--- src/rtl/mdio_pkg.sv ---
package mdio_pkg;
  localparam int FRAME_W   = 32;
  localparam int PRE_BITS  = 32;
  localparam int DIV_BITS  = 6;
  localparam int EVT_POS   = 23;
  localparam int DIV_LSB   = 1;
  localparam int HOLD_POS  = 8;
  localparam logic [1:0] OP_RD = 2'b10;

  typedef enum logic [1:0] {
    SEL_FRAME = 2'd0,
    SEL_SPEED = 2'd1,
    SEL_EVENT = 2'd2,
    SEL_NONE  = 2'd3
  } reg_sel_e;

  // value on the wire at a given bit time of the serial stream
  function automatic logic stream_bit(input logic [FRAME_W-1:0] fr,
                                      input int pre_len, input int pos);
    if (pos < pre_len) return 1'b1;
    return fr[5'(FRAME_W - 1 - (pos - pre_len))];
  endfunction

  // a read frame hands the line to the PHY from its turnaround on
  function automatic logic line_released(input logic rd, input int pre_len,
                                         input int pos);
    return rd && (pos >= pre_len + 14);
  endfunction

  function automatic int xfer_clocks(input int pre_len, input int div);
    return 2 * (pre_len + FRAME_W) * (div + 1);
  endfunction
endpackage

--- src/rtl/mdc_gen.sv ---
module mdc_gen #(
  parameter int DIV_W = 6
) (
  input  logic             clk,
  input  logic             rst_n,
  input  logic             run,
  input  logic [DIV_W-1:0] div,
  output logic             mdc,
  output logic             rise_ev,
  output logic             fall_ev
);
  logic [DIV_W-1:0] cnt_q;
  logic             mdc_q;
  logic             tick;

  assign tick    = run && (cnt_q == div);
  assign rise_ev = tick && !mdc_q;
  assign fall_ev = tick && mdc_q;
  assign mdc     = mdc_q;

  always_ff @(posedge clk) begin
    if (!rst_n) begin
      cnt_q <= '0;
      mdc_q <= 1'b0;
    end else if (!run) begin
      cnt_q <= '0;
      mdc_q <= 1'b0;
    end else if (tick) begin
      cnt_q <= '0;
      mdc_q <= ~mdc_q;
    end else begin
      cnt_q <= cnt_q + 1'b1;
    end
  end


  half_cnt_bound_chk: assert property (@(posedge clk) disable iff (!rst_n)
    run |-> (cnt_q <= div));

  mdc_toggle_only_on_tick_chk: assert property (@(posedge clk) disable iff (!rst_n)
    run && $past(run) && !$past(tick) |-> $stable(mdc_q));
endmodule

--- src/rtl/mdio_seq.sv ---
module mdio_seq
  import mdio_pkg::*;
#(
  parameter int PRE_LEN = 32
) (
  input  logic               clk,
  input  logic               rst_n,
  input  logic               start,
  input  logic [FRAME_W-1:0] frame_in,
  input  logic               rise_ev,
  input  logic               fall_ev,
  input  logic               mdio_i,
  output logic               busy,
  output logic               done,
  output logic               is_read,
  output logic               drv_o,
  output logic               drv_oe,
  output logic [15:0]        rx_data
);
  localparam int TOTAL  = PRE_LEN + FRAME_W;
  localparam int IDX_W  = $clog2(TOTAL);
  localparam int DATA_0 = TOTAL - 16;

  logic               busy_q;
  logic               rd_q;
  logic [IDX_W-1:0]   idx_q;
  logic [FRAME_W-1:0] fr_q;
  logic [15:0]        rx_q;
  logic               in_data;

  assign in_data = (int'(idx_q) >= DATA_0);
  assign done    = busy_q && fall_ev && (idx_q == IDX_W'(TOTAL - 1));
  assign busy    = busy_q;
  assign is_read = rd_q;
  assign rx_data = rx_q;
  assign drv_o   = busy_q ? stream_bit(fr_q, PRE_LEN, int'(idx_q)) : 1'b1;
  assign drv_oe  = busy_q && !line_released(rd_q, PRE_LEN, int'(idx_q));

  always_ff @(posedge clk) begin
    if (!rst_n) begin
      busy_q <= 1'b0;
      rd_q   <= 1'b0;
      idx_q  <= '0;
      fr_q   <= '0;
      rx_q   <= '0;
    end else if (start) begin
      busy_q <= 1'b1;
      rd_q   <= (frame_in[29:28] == OP_RD);
      idx_q  <= '0;
      fr_q   <= frame_in;
      rx_q   <= '0;
    end else if (busy_q) begin
      if (rise_ev && rd_q && in_data) rx_q <= {rx_q[14:0], mdio_i};
      if (fall_ev) begin
        if (done) busy_q <= 1'b0;
        else      idx_q  <= idx_q + 1'b1;
      end
    end
  end


  no_restart_when_busy_chk: assert property (@(posedge clk) disable iff (!rst_n)
    start |-> !busy_q);

  bit_advances_on_fall_chk: assert property (@(posedge clk) disable iff (!rst_n)
    busy_q && !fall_ev |=> $stable(idx_q));
endmodule

--- src/rtl/mdio_master.sv ---
module mdio_master
  import mdio_pkg::*;
#(
  parameter int DIV_W   = DIV_BITS,
  parameter int PRE_LEN = PRE_BITS
) (
  input  logic        clk,
  input  logic        rst_n,
  input  logic        reg_wr,
  input  logic [1:0]  reg_addr,
  input  logic [31:0] reg_wdata,
  output logic [31:0] reg_rdata,
  output logic        busy,
  output logic        mdc,
  input  logic        mdio_i,
  output logic        mdio_o,
  output logic        mdio_oe
);
  logic [FRAME_W-1:0] frame_q;
  logic [DIV_W-1:0]   div_q;
  logic               hold_q;
  logic               evt_q;
  logic               pin_o_q, pin_oe_q;

  logic wr_frame, wr_speed, wr_event, start;
  logic rise_ev, fall_ev, done, is_read, drv_o, drv_oe;
  logic [15:0] rx_data;
  reg_sel_e sel;

  assign sel      = reg_sel_e'(reg_addr);
  assign wr_frame = reg_wr && (sel == SEL_FRAME);
  assign wr_speed = reg_wr && (sel == SEL_SPEED);
  assign wr_event = reg_wr && (sel == SEL_EVENT);
  assign start    = wr_frame && !busy && (div_q != '0);

  mdc_gen #(.DIV_W(DIV_W)) clk_div_i (
    .clk(clk), .rst_n(rst_n), .run(busy), .div(div_q),
    .mdc(mdc), .rise_ev(rise_ev), .fall_ev(fall_ev)
  );

  mdio_seq #(.PRE_LEN(PRE_LEN)) seq_i (
    .clk(clk), .rst_n(rst_n), .start(start), .frame_in(reg_wdata),
    .rise_ev(rise_ev), .fall_ev(fall_ev), .mdio_i(mdio_i),
    .busy(busy), .done(done), .is_read(is_read),
    .drv_o(drv_o), .drv_oe(drv_oe), .rx_data(rx_data)
  );

  always_ff @(posedge clk) begin
    if (!rst_n) begin
      frame_q <= '0;
      div_q   <= '0;
      hold_q  <= 1'b0;
      evt_q   <= 1'b0;
    end else begin
      if (wr_frame && !busy) frame_q <= reg_wdata;
      else if (done && is_read) frame_q[15:0] <= rx_data;
      if (wr_speed && !busy) begin
        div_q  <= reg_wdata[DIV_LSB +: DIV_W];
        hold_q <= reg_wdata[HOLD_POS];
      end
      evt_q <= (evt_q && !(wr_event && reg_wdata[EVT_POS])) || done;
    end
  end

  // one-clock hold stage behind the sequencer's pin values
  always_ff @(posedge clk) begin
    if (!rst_n) begin
      pin_o_q  <= 1'b1;
      pin_oe_q <= 1'b0;
    end else begin
      pin_o_q  <= drv_o;
      pin_oe_q <= drv_oe;
    end
  end

  assign mdio_o  = hold_q ? pin_o_q  : drv_o;
  assign mdio_oe = hold_q ? pin_oe_q : drv_oe;

  always_comb begin
    reg_rdata = '0;
    case (sel)
      SEL_FRAME: reg_rdata = frame_q;
      SEL_SPEED: begin
        reg_rdata[DIV_LSB +: DIV_W] = div_q;
        reg_rdata[HOLD_POS]         = hold_q;
      end
      SEL_EVENT: reg_rdata[EVT_POS] = evt_q;
      default:   reg_rdata = '0;
    endcase
  end


  evt_on_finish_chk: assert property (@(posedge clk) disable iff (!rst_n)
    $fell(busy) |-> evt_q);

  frame_frozen_chk: assert property (@(posedge clk) disable iff (!rst_n)
    busy && $past(busy) |-> $stable(frame_q));

  speed_frozen_chk: assert property (@(posedge clk) disable iff (!rst_n)
    busy && $past(busy) |-> $stable(div_q) && $stable(hold_q));

  no_start_zero_div_chk: assert property (@(posedge clk) disable iff (!rst_n)
    !busy && (div_q == '0) |=> !busy);

  mdc_idle_low_chk: assert property (@(posedge clk) disable iff (!rst_n)
    !busy |-> !mdc);

  oe_idle_chk: assert property (@(posedge clk) disable iff (!rst_n)
    !busy && !$past(busy) |-> !mdio_oe);
endmodule

--- config.mk ---
export PLATFORM = sky130hd
export DESIGN_NAME = mdio_master
export DESIGN_NICKNAME = d
export VERILOG_FILES = /design/src/rtl/mdio_pkg.sv /design/src/rtl/mdc_gen.sv /design/src/rtl/mdio_seq.sv /design/src/rtl/mdio_master.sv
export SDC_FILE = /design/constraint.sdc
export NUM_CORES = 1
export LEC_CHECK = 0
export ABC_CLOCK_PERIOD_IN_PS = 5400
export CELL_PAD_IN_SITES_DETAIL_PLACEMENT = 1
export CELL_PAD_IN_SITES_GLOBAL_PLACEMENT = 1
export CORE_MARGIN = 8
export CORE_UTILIZATION = 30
export DETAILED_ROUTE_END_ITERATION = 7
export PLACE_DENSITY_LB_ADDON = 0.1
export SLEW_MARGIN = 15
export SYNTH_ARGS = -nofsm -noshare
export SYNTH_HDL_FRONTEND = slang
export SYNTH_SLANG_ARGS = --single-unit
--- constraint.sdc ---
create_clock -name clk -period 5.4 [get_ports clk]
set_clock_uncertainty 0.05 [all_clocks]
set_input_delay 0.54 -clock clk [delete_from_list [all_inputs] [get_ports clk]]
set_output_delay 0.54 -clock clk [all_outputs]
set_load 0.05 [all_outputs]
Yosys cells after proc, flatten, opt, wreduce, memory -nomap -nowiden --
Index checks and enable logic that the tools add are counted.
Word-level totals: register bits after elaboration 105, word-level logic and storage cells 84, bits of input ports 38, output and inout port bits 36
Operators by class: bitwise operators 4, equal/unequal tests 5, multiplexer cells 22, $add $sub $neg 4, magnitude comparators 4, reductions and logical operators 31
Operator list (count):
- $mux 16 | 2
- $logic_and 1x1->1 | 18
- $mux 1 | 14
- $mux 14 | 1
- $add 6x1->6 const B | 2
- $ge 6x6->1 const B | 2
- $pmux 6 s2 | 1
- $mux 8 | 1
- $lt 5x7->1 const B | 1
- $eq 6x6->1 | 1
- $eq 6x6->1 const B | 1
- $lt 6x6->1 const B | 1
- $reduce_bool 6->1 | 1
- $bmux 1 s5 | 1
- $sub 1x5->5 const A | 1
- $sub 5x1->5 const B | 1
- $eq 2x2->1 const B | 2
- $logic_not 1->1 | 4
- $not 1->1 | 4
- $pmux 1 s2 | 2
- $reduce_and 2->1 | 2
- $reduce_and 3->1 | 1
- $reduce_or 3->1 | 1
- $eq 2x1->1 const B | 1
- other kinds (4) | 4

Logic depth before layout (Yosys ltp) --
Gate-level depths: netlist (run 1).
depth after elaboration 9, depth in mapped cells 8, gate-level depth less buffers 6

Modules after synthesis --
From an unflattened synthesis (run 1), not the netlist that was laid out.
Unflattened totals: cell total of the unflattened synthesis 516, area total of the unflattened synthesis 4852.2 sq um
By module, submodules not included:
- mdio_seq | times used 1, sequential area each 1121.1 sq um, cells each 253, area each 2528.7 sq um
- mdio_master | times used 1, sequential area each 840.8 sq um, cells each 224, area each 1983.2 sq um
- mdc_gen | times used 1, sequential area each 140.1 sq um, cells each 39, area each 340.3 sq um

Worst setup path before layout (run 1) --
OpenSTA, ideal clock, no wires.
path kind register to output, from reg seq_i.idx_q[0], to out mdio_o, cell stages (with the launch flop) 8, arrival 2288 ps, data required time 4810 ps, buffers on the path 2, slack 2522 ps, cells stage by stage dfxtp_1 clkbuf_1 buf_2 mux2i_1 a22oi_1 nand3_1 o22a_1 a32oi_1
Between the ends: cells in the longest elaborated chain, start to end 8, elaborated cells on any way between the ends 10, classes of those cells 2 x add/sub; 1 x order compare; 7 x mux
Ends and longest elaborated chain:
- from (decl) | line mdio_seq.sv:26 | logic [IDX_W-1:0] idx_q;
- from (signal assigned) | line mdio_seq.sv:56 | else idx_q <= idx_q + 1'b1;
- $sub 5x1->5 | line mdio_pkg.sv:21 | return fr[5'(FRAME_W - 1 - (pos - pre_len))];
- $sub 1x5->5 | line mdio_pkg.sv:21
- $bmux 1 s5 | line mdio_pkg.sv:21
- $mux 1 (implied by the code) (2 in a row) | line mdio_pkg.sv:21
- $mux 1 * | line mdio_pkg.sv:21
- $mux 1 * | line mdio_seq.sv:36 | assign drv_o = busy_q ? stream_bit(fr_q, PRE_LEN, int'(idx_q)) : 1'b1;
- $mux 1 * | line mdio_master.sv:76 | assign mdio_o = hold_q ? pin_o_q : drv_o;
- to (decl) | line mdio_master.sv:16 | output logic mdio_o,
Mark *: on every way between the ends. The rest lies on a longest branch, timed or not. The select of a mux whose other input is x is not followed.

Final worst setup path (run 1) --
Same ends and word-level chain as after synthesis.

==> results.md, run 1 <==
* Status: complete, no violations
* Post-Synthesis Cells at 540
* Async SR Flop Fraction at 0%
* TritonCTS Buffers at 9
* Crit path DAT at 3.07 ns
* Post-layout min period at 3.66 ns
* RSZ-0062 raised after global routing: false
* GRT overflow at 0
* Critical path required time at 4.81 ns
* Syn nets at 581
* GRT Overall Usage at 14.4%
* Final setup violation count at 0
* Most frequent cells in the layout: 107 x nand2_1, 105 x dfxtp_1, 72 x clkdlybuf4s50_1
* Worst skew pair latency at 0.35 ns
* Initial antenna violation count at 0
* Layout Cells excl Fill at 816
* Cell leakage power at 1.97 nW
* Final core utilization at 38.3%
* DR iter-0 viols at 108
* WL final at 13900 um
* Vias per cell at 4.75
* Fill cell count at 1827
* RD Place Congestion at 0.763
* Tcrit/Tclk final at 67.7%
* Storage cell area at 2100 sq um
* Worst-Margin Slew at 0.844 ns
* Min-Delay Path Depth at 2
* Starting Density at 30.5%
* Most common cell after layout, fill and taps aside: nand2_1
* Layout cell share with drive strength beyond 1 at 7.00%
* CTS tree: built
* Final Max Tran Viols at 0
* P per Cell Area at 276 nW/um^2
* Finished Cell Area at 6060 sq um
* R2R depth at 6
* WL/cell at 17.1 um
* CP Launch Type: register
* Global-route wire length before repair at 22600 um
* Nets at 636
* Crit. Startpoint: seq_i.idx_q[0]$_SDFFE_PP0P_
* Clk sink count at 105
* Hold path startpoint: seq_i.fr_q[13]$_SDFFE_PN0P_
* Post-synthesis cell type count at 46
* N_diodes at 0
* Setup bufs post-CTS at 0
* Clock-pin slew on the worst setup and hold paths at 0.07 ns
* Max frequency at 0.273 GHz
* Top Ports at 74
* Cell count after placement at 800
* Yosys Warn Count at 0
* CTS Buffer Depth at 2
* Horiz. Die Dim at 143 um
* Setup_tns at 0 ns
* Hold buffer count at CTS at 0
* Largest net degree at the start of global routing at 79
* Max Cap Violations at 0
* Cell Area, Synth at 4830 sq um
* DP Wirelength at 9840 um
* Full die area at 20400 sq um
* R2R Path Start: seq_i.idx_q[0]$_SDFFE_PP0P_
* Seq/Total Area, Yosys at 43.5%
* Area of the multi-input gates at 2540 sq um
* Area growth syn-to-layout at 25.5%
* Vias at 3879
* CP Class: reg -> out
* Clk root buf: clkbuf_16
* Post-route ant nets at 0
* Core area at 15800 sq um
* Row cnt at 46
* Area post-placement at 5730 sq um
* Crit path max fanout at 15
* Setup crit end kind: primary output
* DRC viols at 0
* Worst hold path class: reg -> reg
* Worst rel slew slack at 43.7%
* CTS H-tree lvls at 3
* Vias in the first global route at 4078
* #FFs+latches synth at 105
* Final hold violations at 0
* Avg Cell Area, Syn at 8.94 sq um
* Die height at 143 um
* CTS resizes at 0
* Worst IR Drop VDD at 0.153 mV
* Post-synth EDFFs at 0
* TritonRoute pass-1 iters at 4
* IO buf count at 73
* Ys flop type: dfxtp_1
==> cell usage after synthesis (4+ instances only) <==
cell | count | area [sq um]
nand2_1 | 107 | 402
dfxtp_1 | 105 | 2100
mux2i_1 | 54 | 541
nor2_1 | 45 | 169
a21boi_0 | 35 | 263
clkbuf_1 | 27 | 101
and2_1 | 24 | 150
a21oi_1 | 18 | 90.1
o21ai_0 | 17 | 85.1
a21boi_1 | 16 | 120
xnor2_1 | 11 | 96.3
nor2b_1 | 9 | 56.3
nand3_1 | 8 | 40.0
buf_2 | 7 | 35.0
inv_1 | 7 | 26.3
mux4_2 | 5 | 113
nand4_1 | 4 | 25.0
==> metrics by stage <==
stage               hold slack, ns  power (mW)  setup WS [ns]
global route                 0.432        1.75           1.55
global placement             0.395       0.966           1.96
detailed placement           0.403       0.970           1.88
floorplan                    0.382       0.899           2.52
finish                       0.409        1.67           1.74
CTS                          0.413        1.71           1.62
==> area by class of cell <==
class | count | share of cell area, %
clock buffers | 10 | 3.94
clock inverters | 6 | 1.49
inverters | 7 | 0.434
multi-input cells | 390 | 41.9
flip-flops and latches | 105 | 34.7
well taps | 216 | 4.46
repair buffers | 82 | 13.1
==> kinds of logic (layout without fill, tap and decap cells) <==
kind of cell,Yosys count,count (layout),share of synthesized area [%]
compound gates,99,99,14.1
xor+xnor,14,14,2.70
fa+ha+maj,3,3,0.778
buf+inv,45,105,3.99
flops,105,105,43.5
mux,59,59,13.5
simple gates,215,215,21.4
==> per-layer routing <==
metal / vias up / wire length, um / global-route usage, %
li1: 1933 / - / -
met1: 1880 / 6320 / 17.0
met2: 56 / 6760 / 24.5
met3: 10 / 688 / 4.61
met4: 0 / 150 / 4.08
met5: - / 0 / 0
==> critical path: stages, from the launching register on <==
cell and delay (ns):
dfxtp_1 0.87, mux2i_1 0.17, a22oi_1 0.21, nand3_1 0.10, o22a_1 0.25, a32oi_1 0.25, clkdlybuf4s50_1 0.85
==> state kept, by name, summed over array words and instances, names as in the netlist <==
register         flops
clk_div_i.mdc        1
seq_i.idx_q          6
div_q                6
pin_o_q              1
hold_q               1
seq_i.fr_q          32
seq_i.is_read        1
seq_i.rx_data       16
pin_oe_q             1
evt_q                1
clk_div_i.cnt_q      6
frame_q             32
seq_i.busy           1
==> where the power goes <==
group / switching (mW) / leakage [nW] / internal, mW
sequential: 0.0123 / 0.850 / 0.791
combinational: 0.0814 / 0.961 / 0.0629
clock: 0.305 / 0.159 / 0.421
==> final timing paths <==
path,slack [ns],endpoint
worst max-delay path,1.74,mdio_o
worst min-delay path,0.41,seq_i.fr_q[13]$_SDFFE_PN0P_
worst max register to register,2.78,frame_q[12]$_SDFFE_PN0P_
worst min register to register,0.41,seq_i.fr_q[13]$_SDFFE_PN0P_
(Power assumes the default switching activity.)
==> run 2, diff against run 1 <==
--- a/config.mk
+++ b/config.mk
@@ -5,7 +5,7 @@
 export SDC_FILE = /design/constraint.sdc
 export NUM_CORES = 1
 export LEC_CHECK = 0
-export ABC_CLOCK_PERIOD_IN_PS = 5400
+export ABC_CLOCK_PERIOD_IN_PS = 3500
 export CELL_PAD_IN_SITES_DETAIL_PLACEMENT = 1
 export CELL_PAD_IN_SITES_GLOBAL_PLACEMENT = 1
 export CORE_MARGIN = 8
==> constraint.sdc (replaced) <==
create_clock -name clk -period 3.5 [get_ports clk]
set_clock_uncertainty 0.05 [all_clocks]
set_input_delay 0.35 -clock clk [delete_from_list [all_inputs] [get_ports clk]]
set_output_delay 0.35 -clock clk [all_outputs]
set_load 0.05 [all_outputs]
==> results.md, run 2 (synthesized netlist as in run 1, its figures left out) <==
* Status: complete, no violations
* Finished Cell Area at 6330 sq um
* CTS resizes at 0
* Worst IR Drop VDD at 0.207 mV
* IO buf count at 73
* Max Cap Violations at 0
* CTS H-tree lvls at 3
* CTS Buffer Depth at 2
* Post-layout min period at 3.22 ns
* Vias in the first global route at 4278
* Clock-pin slew on the worst setup and hold paths at 0.08 ns
* Area growth syn-to-layout at 31.1%
* Max stage delay on crit path at 0.86 ns
* Buf+Inv Stages, Crit Path at 2
* Final setup violation count at 0
* Post-route ant nets at 0
* CP Class: reg -> out
* Fill cell count at 1804
* Final hold violations at 0
* DR iter-0 viols at 146
* WL/cell at 16.8 um
* Initial antenna violation count at 0
* Largest net degree at the start of global routing at 41
* Nets at 642
* RSZ-0062 raised after global routing: false
* Worst skew pair latency at 0.35 ns
* Max frequency at 0.310 GHz
* Cell leakage power at 2.11 nW
* Most frequent cells in the layout: 107 x nand2_1, 105 x dfxtp_1, 54 x mux2i_1
* Core area at 15800 sq um
* TritonRoute pass-1 iters at 4
* Critical-path top delay cell: clkdlybuf4s50_1
* Worst rel slew slack at 48.5%
* GRT Overall Usage at 14.3%
* Tcrit/Tclk final at 92.1%
* DRC viols at 0
* DP Wirelength at 10100 um
* Setup crit end kind: primary output
* Worst-Margin Slew at 0.770 ns
* Crit path DAT at 2.82 ns
* Critical path required time at 3.10 ns
* Setup_tns at 0 ns
* Global-route wire length before repair at 22600 um
* Full die area at 20400 sq um
* Vias per cell at 4.76
* Worst hold path class: reg -> reg
* Hold buffer count at CTS at 0
* Layout cell share with drive strength beyond 1 at 11.7%
* RD Place Congestion at 0.750
* Vias at 3910
* Horiz. Die Dim at 143 um
* Die height at 143 um
* Most common cell after layout, fill and taps aside: nand2_1
* Area post-placement at 6030 sq um
* CP Launch Type: register
* Worst path cell trace: buf_4 -> mux2i_1 -> a22oi_1 -> nand3_1 -> o22a_1 -> a32oi_1 -> clkdlybuf4s50_1
* N_diodes at 0
* Top Ports at 74
* Starting Density at 30.5%
* Crit path max-delay family: buffers and inverters
* GRT overflow at 0
* Row cnt at 46
* Setup bufs post-CTS at 0
* CTS tree: built
* Crit path max fanout at 13
* Final Max Tran Viols at 0
* P per Cell Area at 398 nW/um^2
* Clk sink count at 105
* WL final at 13800 um
* TritonCTS Buffers at 9
* Clk root buf: clkbuf_16
run 2: area by class of cell:
class | instances | area [sq um] | area share (%)
multi-input combinational | 390 | 2540 | 40.1
sequential | 105 | 2100 | 33.2
timing repair buffer | 88 | 1090 | 17.2
tap | 216 | 270 | 4.27
clock buffer | 10 | 229 | 3.62
clock inverter | 6 | 72.6 | 1.15
inverter | 7 | 26.3 | 0.415
run 2: worst reg2reg max path, stage by stage, from the launching register on:
cell and delay [ns]:
dfxtp_1 0.37, or4_1 0.62, o31ai_4 0.64, nand2_1 0.17
buf_4 0.26, a211oi_1 0.21
run 2: where the power goes:
part           switching (mW)  internal, mW  total (mW)
combinational           0.129         0.109       0.238
clock                   0.478         0.567        1.05
sequential             0.0177          1.22        1.24
total                   0.625          1.90        2.52
run 2: path summary, 6_finish.rpt:
path	cells after the start	end	start	slack, ns
setup / recovery	7	mdio_o	seq_i.idx_q[0]$_SDFFE_PP0P_	0.28
hold / removal	2	seq_i.fr_q[25]$_SDFFE_PN0P_	seq_i.fr_q[25]$_SDFFE_PN0P_	0.40
setup reg to reg	5	seq_i.idx_q[1]$_SDFFE_PP0P_	div_q[5]$_SDFFE_PN0P_	1.09
hold reg to reg	2	seq_i.fr_q[25]$_SDFFE_PN0P_	seq_i.fr_q[25]$_SDFFE_PN0P_	0.40
run 2: routing by layer:
metal,vias to the layer above,GRT usage (%),wire (um)
met4,0,5.65,265
met1,1891,16.3,6130
met5,-,0,0
li1,1946,-,-
met2,55,25.4,6900
met3,18,3.17,528
run 2: stage by stage:
stage	hold slack, ns	power [mW]	setup slack [ns]	util [%]	cells
2_1_floorplan	0.382	1.39	0.812	-	540
3_3_place_gp	0.399	1.51	0.647	38.1	806
3_5_place_dp	0.398	1.51	0.618	38.1	806
5_1_grt	0.431	2.63	0.0850	40.0	822
4_1_cts	0.408	2.57	0.235	40.0	822
6_report	0.404	2.52	0.278	40.0	822
